==> src/rtl/sd_xfer_pkg.sv <==
package sd_xfer_pkg;

    typedef enum logic [3:0] {
        S_IDLE,
        S_HUNT,
        S_RD_DATA,
        S_RD_CRC,
        S_WR_TOK,
        S_WR_DATA,
        S_WR_CRC,
        S_WR_RESP,
        S_WR_BUSY,
        S_TAIL,
        S_DONE
    } xfer_state_t;

    localparam logic [7:0] BYTE_START = 8'hFE;
    localparam logic [7:0] BYTE_IDLE  = 8'hFF;
    localparam logic [4:0] RESP_OK    = 5'b00101;

endpackage

==> src/rtl/sd_xfer_wdog.sv <==
module sd_xfer_wdog #(
    parameter int LIMIT = 64
) (
    input  logic clk,
    input  logic rst_n,
    input  logic clr,
    input  logic step,
    output logic expired
);
    localparam int CW = $clog2(LIMIT + 1);

    logic [CW-1:0] cnt_q;

    assign expired = (cnt_q == CW'(LIMIT - 1));

    always_ff @(posedge clk or negedge rst_n) begin
        if (!rst_n) begin
            cnt_q <= '0;
        end else if (clr) begin
            cnt_q <= '0;
        end else if (step) begin
            cnt_q <= cnt_q + CW'(1);
        end
    end

endmodule

==> src/rtl/sd_blk_xfer.sv <==
module sd_blk_xfer
    import sd_xfer_pkg::*;
#(
    parameter int LEN_W      = 10,
    parameter int HUNT_LIMIT = 64,
    parameter int BUSY_LIMIT = 4096
) (
    input  logic             clk,
    input  logic             rst_n,
    input  logic             start,
    input  logic             wr_mode,
    input  logic [LEN_W-1:0] blk_len,
    output logic             done,
    output logic             err,
    output logic             cs_n,
    output logic             xch_go,
    output logic [7:0]       xch_tx,
    input  logic             xch_done,
    input  logic [7:0]       xch_rx,
    output logic [LEN_W-1:0] buf_addr,
    output logic             buf_we,
    output logic [7:0]       buf_wdata,
    input  logic [7:0]       buf_rdata
);

    xfer_state_t      state_q, state_d;
    logic             pend_q;
    logic [LEN_W-1:0] cnt_q;
    logic [LEN_W-1:0] len_q;
    logic [LEN_W-1:0] addr_q;
    logic             err_q;
    logic             cs_q;
    logic             we_q;
    logic [7:0]       wdata_q;
    logic             fail_now;
    logic             issue;
    logic             got;
    logic             last_pay;
    logic             hunt_exp;
    logic             busy_exp;
    logic             launch;

    assign launch   = (state_q == S_IDLE) && start;
    assign issue    = (state_q != S_IDLE) && (state_q != S_DONE) && !pend_q;
    assign got      = xch_done && pend_q;
    assign last_pay = (cnt_q == len_q - LEN_W'(1));

    sd_xfer_wdog #(.LIMIT(HUNT_LIMIT)) u_hunt_wdog (
        .clk     (clk),
        .rst_n   (rst_n),
        .clr     (state_q == S_IDLE),
        .step    (got && (state_q == S_HUNT) && (xch_rx != BYTE_START)),
        .expired (hunt_exp)
    );

    sd_xfer_wdog #(.LIMIT(BUSY_LIMIT)) u_busy_wdog (
        .clk     (clk),
        .rst_n   (rst_n),
        .clr     (state_q == S_IDLE),
        .step    (got && (state_q == S_WR_BUSY) && (xch_rx == 8'h00)),
        .expired (busy_exp)
    );

    // next-state logic
    always_comb begin
        state_d  = state_q;
        fail_now = 1'b0;
        unique case (state_q)
            S_IDLE:    if (start) state_d = wr_mode ? S_WR_TOK : S_HUNT;
            S_HUNT:
                if (got) begin
                    if (xch_rx == BYTE_START) begin
                        state_d = S_RD_DATA;
                    end else if (hunt_exp) begin
                        state_d  = S_TAIL;
                        fail_now = 1'b1;
                    end
                end
            S_RD_DATA: if (got && last_pay) state_d = S_RD_CRC;
            S_RD_CRC:  if (got && cnt_q[0]) state_d = S_TAIL;
            S_WR_TOK:  if (got) state_d = S_WR_DATA;
            S_WR_DATA: if (got && last_pay) state_d = S_WR_CRC;
            S_WR_CRC:  if (got && cnt_q[0]) state_d = S_WR_RESP;
            S_WR_RESP:
                if (got) begin
                    if (xch_rx[4:0] == RESP_OK) begin
                        state_d = S_WR_BUSY;
                    end else begin
                        state_d  = S_TAIL;
                        fail_now = 1'b1;
                    end
                end
            S_WR_BUSY:
                if (got) begin
                    if (xch_rx != 8'h00) begin
                        state_d = S_TAIL;
                    end else if (busy_exp) begin
                        state_d  = S_TAIL;
                        fail_now = 1'b1;
                    end
                end
            S_TAIL:    if (got) state_d = S_DONE;
            S_DONE:    state_d = S_IDLE;
            default:   state_d = S_IDLE;
        endcase
    end

    // state register
    always_ff @(posedge clk or negedge rst_n) begin
        if (!rst_n) state_q <= S_IDLE;
        else        state_q <= state_d;
    end

    // outputs and datapath
    always_ff @(posedge clk or negedge rst_n) begin
        if (!rst_n) begin
            pend_q  <= 1'b0;
            cnt_q   <= '0;
            len_q   <= '0;
            addr_q  <= '0;
            err_q   <= 1'b0;
            cs_q    <= 1'b1;
            we_q    <= 1'b0;
            wdata_q <= '0;
        end else begin
            if (issue)         pend_q <= 1'b1;
            else if (xch_done) pend_q <= 1'b0;

            if (state_d != state_q) begin
                cnt_q <= '0;
            end else if (got && (state_q == S_RD_DATA || state_q == S_RD_CRC ||
                                 state_q == S_WR_DATA || state_q == S_WR_CRC)) begin
                cnt_q <= cnt_q + LEN_W'(1);
            end

            we_q    <= got && (state_q == S_RD_DATA);
            wdata_q <= xch_rx;

            if (launch) begin
                len_q  <= blk_len;
                addr_q <= '0;
                err_q  <= 1'b0;
                cs_q   <= 1'b0;
            end else begin
                if (we_q || (issue && state_q == S_WR_DATA)) addr_q <= addr_q + LEN_W'(1);
                if (fail_now) err_q <= 1'b1;
                if (state_d == S_TAIL) cs_q <= 1'b1;
            end
        end
    end

    always_comb begin
        unique case (state_q)
            S_WR_TOK:  xch_tx = BYTE_START;
            S_WR_DATA: xch_tx = buf_rdata;
            default:   xch_tx = BYTE_IDLE;
        endcase
    end

    assign xch_go    = issue;
    assign cs_n      = cs_q;
    assign done      = (state_q == S_DONE);
    assign err       = err_q;
    assign buf_addr  = addr_q;
    assign buf_we    = we_q;
    assign buf_wdata = wdata_q;

endmodule

==> config.mk <==
export PLATFORM = sky130hd
export DESIGN_NAME = sd_blk_xfer
export DESIGN_NICKNAME = d
export VERILOG_FILES = /design/src/rtl/sd_xfer_pkg.sv /design/src/rtl/sd_xfer_wdog.sv /design/src/rtl/sd_blk_xfer.sv
export SDC_FILE = /design/constraint.sdc
export NUM_CORES = 1
export LEC_CHECK = 0
export BUFFER_PORTS_ARGS = -buffer_cell sky130_fd_sc_hd__clkbuf_2
export CAP_MARGIN = 5
export CORE_ASPECT_RATIO = 2
export CORE_MARGIN = 10
export CORE_UTILIZATION = 50
export CTS_CLUSTER_DIAMETER = 30
export DETAILED_ROUTE_END_ITERATION = 10
export PLACE_DENSITY = 0.69
export SYNTH_ARGS = -nofsm -noshare
export SYNTH_HDL_FRONTEND = slang
export SYNTH_SLANG_ARGS = --single-unit
export TNS_END_PERCENT = 100
==> constraint.sdc <==
create_clock -name clk -period 5.3 [get_ports clk]
set_input_delay 1.06 -clock clk [delete_from_list [all_inputs] [get_ports clk]]
set_output_delay 1.06 -clock clk [all_outputs]
set_load 0.02 [all_outputs]
Word level (Yosys, flattened, before mapping)
Index checks and enable logic that the tools add are counted.
Cells by class
  add/subtract/negate cells: 5
  equality and inequality tests: 19
  muxes and demuxes: 41
  reduce and logical (&&, ||, !) cells: 29
Operator list (number)
  two-way mux 4 bit: 14
  two-way mux 10 bit: 4
  one-hot mux 4 bit (10 select lines): 1
  two-way mux 13 bit: 2
  adder 10 x 1 -> 10 bit, second input constant: 2
  == test 4 x 3 -> 1 bit, second input constant: 4
  == test 4 bit, second input constant: 4
  one-hot mux 8 bit (2 select lines): 1
  two-way mux 1 bit: 15
  two-way mux 7 bit: 2
  nonzero test 2 bit: 7
  adder 13 x 1 -> 13 bit, second input constant: 1
  == test 13 x 12 -> 1 bit, second input constant: 1
  logical AND 1 bit: 13
  == test 10 bit: 1
  subtractor 10 x 1 -> 10 bit, second input constant: 1
  == test 4 x 2 -> 1 bit, second input constant: 2
  == test 8 bit, second input constant: 1
  logical NOT 8 bit: 1
  inequality test 8 bit, second input constant: 1
  nonzero test 8 bit: 1
  adder 7 x 1 -> 7 bit, second input constant: 1
  == test 7 x 6 -> 1 bit, second input constant: 1
  == test 5 x 3 -> 1 bit, second input constant: 1
  9 further kinds: 12
Word-level totals
  register bits after elaboration: 66
  input bits: 31
  output and inout port bits: 31

Logic depth before layout (Yosys ltp)
  depth after elaboration: 8
  depth in mapped cells: 9

Hierarchy
A second synthesis with hierarchy kept.
Second synthesis, totals
  cell total of the unflattened synthesis: 384
  area total of the unflattened synthesis: 3751.1 µm²
Modules (own cells, without submodules)
  sd_blk_xfer: times used 1, cells each 288, area an instance 2750.1 µm², seq. area each 1152.4 µm²
  sd_xfer_wdog at u_busy_wdog: times used 1, cells each 66, area an instance 676.9 µm², seq. area each 325.3 µm²
  sd_xfer_wdog at u_hunt_wdog: times used 1, cells each 30, area an instance 324.1 µm², seq. area each 175.2 µm²

Worst setup path before layout
OpenSTA, ideal clock, no wires.
  path type: input to register
  start point: in xch_rx[0]
  end point: reg cnt_q[0]
  setup time: 0.086 ns
  arrival time: 2.521 ns
  required time: 5.214 ns
  setup slack: 2.693 ns
  cell stages on the path: 8
  path through: nand4b_1 -> o211a_1 -> clkbuf_1 -> nand4_1 -> a31oi_1 -> or3_1 -> buf_1 -> nor3_1
On the way
  word-level cells in the longest chain between the ends: 6
  elaborated cells on any way between the ends: 13
  those cells by class: eq/ne (3); mux (8); reduce/logical (2)
RTL lines
  start: declaration: RTL line sd_blk_xfer.sv:19  | input logic [7:0] xch_rx,
  == test 8 bit (tied with other cells): RTL line sd_blk_xfer.sv:72  | if (xch_rx == BYTE_START) begin
  two-way mux 4 bit (tied with other cells): RTL line sd_blk_xfer.sv:72
  two-way mux 4 bit (on tied branches): RTL line sd_blk_xfer.sv:71, sd_blk_xfer.sv:85, sd_blk_xfer.sv:94
  one-hot mux 4 bit (10 select lines) (*): RTL line sd_blk_xfer.sv:68  | unique case (state_q)
  inequality test 4 bit (*): RTL line sd_blk_xfer.sv:129  | if (state_d != state_q) begin
  two-way mux 10 bit or nonzero test 2 bit (tied branches)
  end signal: assignment: RTL line sd_blk_xfer.sv:133  | cnt_q <= cnt_q + LEN_W'(1);
  end: declaration: RTL line sd_blk_xfer.sv:28  | logic [LEN_W-1:0] cnt_q;
Mark *: on every way between the ends. The rest lies on a longest branch, timed or not.
A chain may end at the register's enable or synchronous reset.

Worst setup path after layout
  start point: reg state_q[0]
  end point: out xch_tx[2]
On the way
  word-level cells in the longest chain between the ends: 2
  elaborated cells on any way between the ends: 3
  those cells by class: eq/ne (2); mux (1)
RTL lines
  start: declaration: RTL line sd_blk_xfer.sv:26  | xfer_state_t state_q, state_d;
  start signal: assignment: RTL line sd_blk_xfer.sv:111  | else state_q <= state_d;
  == test 4 x 3 -> 1 bit: RTL line sd_blk_xfer.sv:153  | unique case (state_q)
  one-hot mux 8 bit (2 select lines) (*): RTL line sd_blk_xfer.sv:153
  end: declaration: RTL line sd_blk_xfer.sv:17  | output logic [7:0] xch_tx,
Marks and branches as above.

==> metrics <==
Design Area, Final 0.004320 mm2; ys flop type dfrtp_1; PnR Total Power 2.099 mW; Slew Limit Fails 0; Power Dens Cells 485.8 mW/mm2; status finished clean; RSZ-0062 raised after global routing false; Max Cap Viol 0; total of warnings raised by yosys 0; fmax 0.3015 GHz; Leak Pwr 2.061 nW; Synth Area in Simple Gates 0.2920; minimum clock period 3.317 ns; largest net degree at the start of global routing 67; via/cell ratio 5.670; area of the multi-input gates 0.001898 mm2; count of cell types in the netlist 48; Post-Synth Adder-Cell Area 0.01728; CTS clk-pin slew, worst paths 0.05 ns; Net Count, Synth 440; Post-CTS Setup Bufs 0; Worst EP arrival 2.26 ns; CP Capture Type primary output; DR vias 3147; placed standard-cell area 0.004003 mm2; HPWL Detailed 6813 um; ys async rst share 1.000; worst hold path class flop to flop; initial antenna violation count 0; VDD IR max 0.0002541 V; Mapped Avg Cell Area 8.963 um2; total CTS buffers 9; Die Wd 80.18 um; leading post-synthesis cells by cell area dfrtp_1 45%, xor2_1 7.0%, nand2_1 6.5%; Die Area 0.01125 mm2; CTS Hold Bufs 0; Die Span Y 140.4 um; kind of critical path flop to primary output; crit-path max FO 14; main combinational cell family by area after synthesis simple AND/OR/NAND/NOR gates; setup TNS 0 ns; synthesized flop and latch total 66; Worst Setup Start Kind flop; CP delay by family, top simple AND/OR/NAND/NOR gates; grt total ovfl 0; routed len/inst 16.44 um; htree depth 3; worst skew pair latency 0.34 ns; cts repair resizes 0; GR Util All Layers 0.1711; mux share of post-synthesis cell area 0.01106; Max clock buf depth 2; Seq/Total Area, Yosys 0.4565; layout cell share with drive strength beyond 1 0.1914; Final Net Count 497; most area-hungry cell type in the Yosys netlist dfrtp_1; Synth Cell Area 0.003621 mm2; DRC 0; Critical Path RT 4.24 ns; clock sinks 66; max incr delay on CP 0.97 ns; fin crit share 0.6259; GPL Wtd Cong 0.8104; number of synthesized flops with an enable pin 0; Synth Instances 404; XOR/XNOR share of the synthesized area 0.09917; Final Worst Setup Slack 1.983 ns; DRT antenna net count 0; crit-path cells nor4bb_2, nand2b_1, clkbuf_2; final wirelength 9124 um; drt initial violations 130; skew final 0.007578 ns; Least-Margin Pin Slew 1.015 ns; complex-gate fraction of the synthesized area 0.1012; first element of the critical path state_q[0]; diode count 0; vias in the first global route 3228; Synth top area share 0.4492; CP max stage cell nor4bb_2; Place WS 2.322 ns; core area 0.006994 mm2; TritonCTS clock tree yes; final setup vio count 0; HP Start err; Reg-to-Reg Start state_q[0]; Initial Util 0.5177; IO Pins 62; max_slew headroom 0.3137; first-pass GRT wire length 15260 um; CP Buf/Inv Count 1; P&R area growth vs syn 19.32%; Clock Tree Root clkbuf_16; DRT Pass-1 Iters 4; Fin. Hold Viols 0; filler cell count 650; IO buf count 61; num rows 43; Register Area 0.001653 mm2
[final cells by class]
type	count	area share
repair buffers	63	0.07414
flip-flops and latches	66	0.3826
clock inverters	5	0.01825
multi-input cells	316	0.4393
well taps	90	0.02606
inverters	5	0.004344
clock buffers	10	0.05531
[worst reg2reg max path, stage by stage (launching register included)]
cell,delay (ns)
dfrtp_1,0.62
nor4bb_2,0.97
a21o_1,0.35
nand4_1,0.29
or3_1,0.42
a21oi_1,0.15
[cells in the mapped netlist (all sizes together) (9+ instances only)]
cell,number
a21oi,10
and3,14
clkbuf,16
dfrtp,65
nand2,63
nand2b,10
nand3,14
nand4,16
nor2,42
nor3,18
o21ai,19
or3,9
xnor2,12
xor2,29
[state kept, by name, summed over array words and instances, names as in the netlist]
name,flops
len_q,10
buf_addr,10
u_busy_wdog.cnt_q,13
cs_n,1
err,1
pend_q,1
state_q,4
cnt_q,10
buf_we,1
buf_wdata,8
u_hunt_wdog.cnt_q,7
[logic make-up after synthesis]
| group | count (synthesis) |
|---|---|
| muxes | 4 |
| and+or+nand+nor | 211 |
| adders and majority gates | 5 |
| buffers and inverters | 22 |
| AOI/OAI and AO/OA | 55 |
| xor gates and xnor gates | 41 |
| DFF | 66 |
[power breakdown]
| group | switching (mW) | internal, mW |
|---|---|---|
| sequential | 0.160 | 0.614 |
| combinational | 0.422 | 0.261 |
| clock | 0.221 | 0.421 |
| total | 0.803 | 1.30 |
[metal layers]
layer,vias to the layer above,GRT usage,wire [um]
met5,-,0,0
met4,0,0.09888,296
met3,25,0.04487,493
met2,81,0.2975,4931
met1,1512,0.1755,3402
li1,1529,-,-
[cells in the final DEF, fill, tap and decap left out, drive strengths merged, types with 12 or more instances in the layout]
cell and instances:
xor2 29, nand4 16, nor2 42, nand3 14, nor3 18, clkbuf 70
nand2 63, and3 14, xnor2 12, o21ai 19, dfrtp 65
[worst paths after layout]
| kind | to | slack [ns] | cells past startpoint |
|---|---|---|---|
| setup / recovery | xch_tx[2] | 1.98 | 3 |
| hold / removal | err | 0.53 | 2 |
| setup reg to reg | buf_addr[9] | 2.43 | 5 |
| hold reg to reg | err | 0.53 | 2 |
| max in group asynchronous | u_busy_wdog.cnt_q[2] | 3.85 | 2 |
| min in group asynchronous | len_q[8] | 0.91 | 2 |
[through the flow]
step / util / std cells / hold WS [ns]
final: 0.6177 / 555 / 0.5294
after global routing: 0.6177 / 555 / 0.5525
after CTS: 0.6177 / 555 / 0.5257
after detailed placement: 0.5723 / 540 / 0.5146
after global placement: 0.5723 / 540 / 0.5115
after floorplan: - / 404 / 0.4652
No activity file was read; power rests on OpenSTA's default activity.
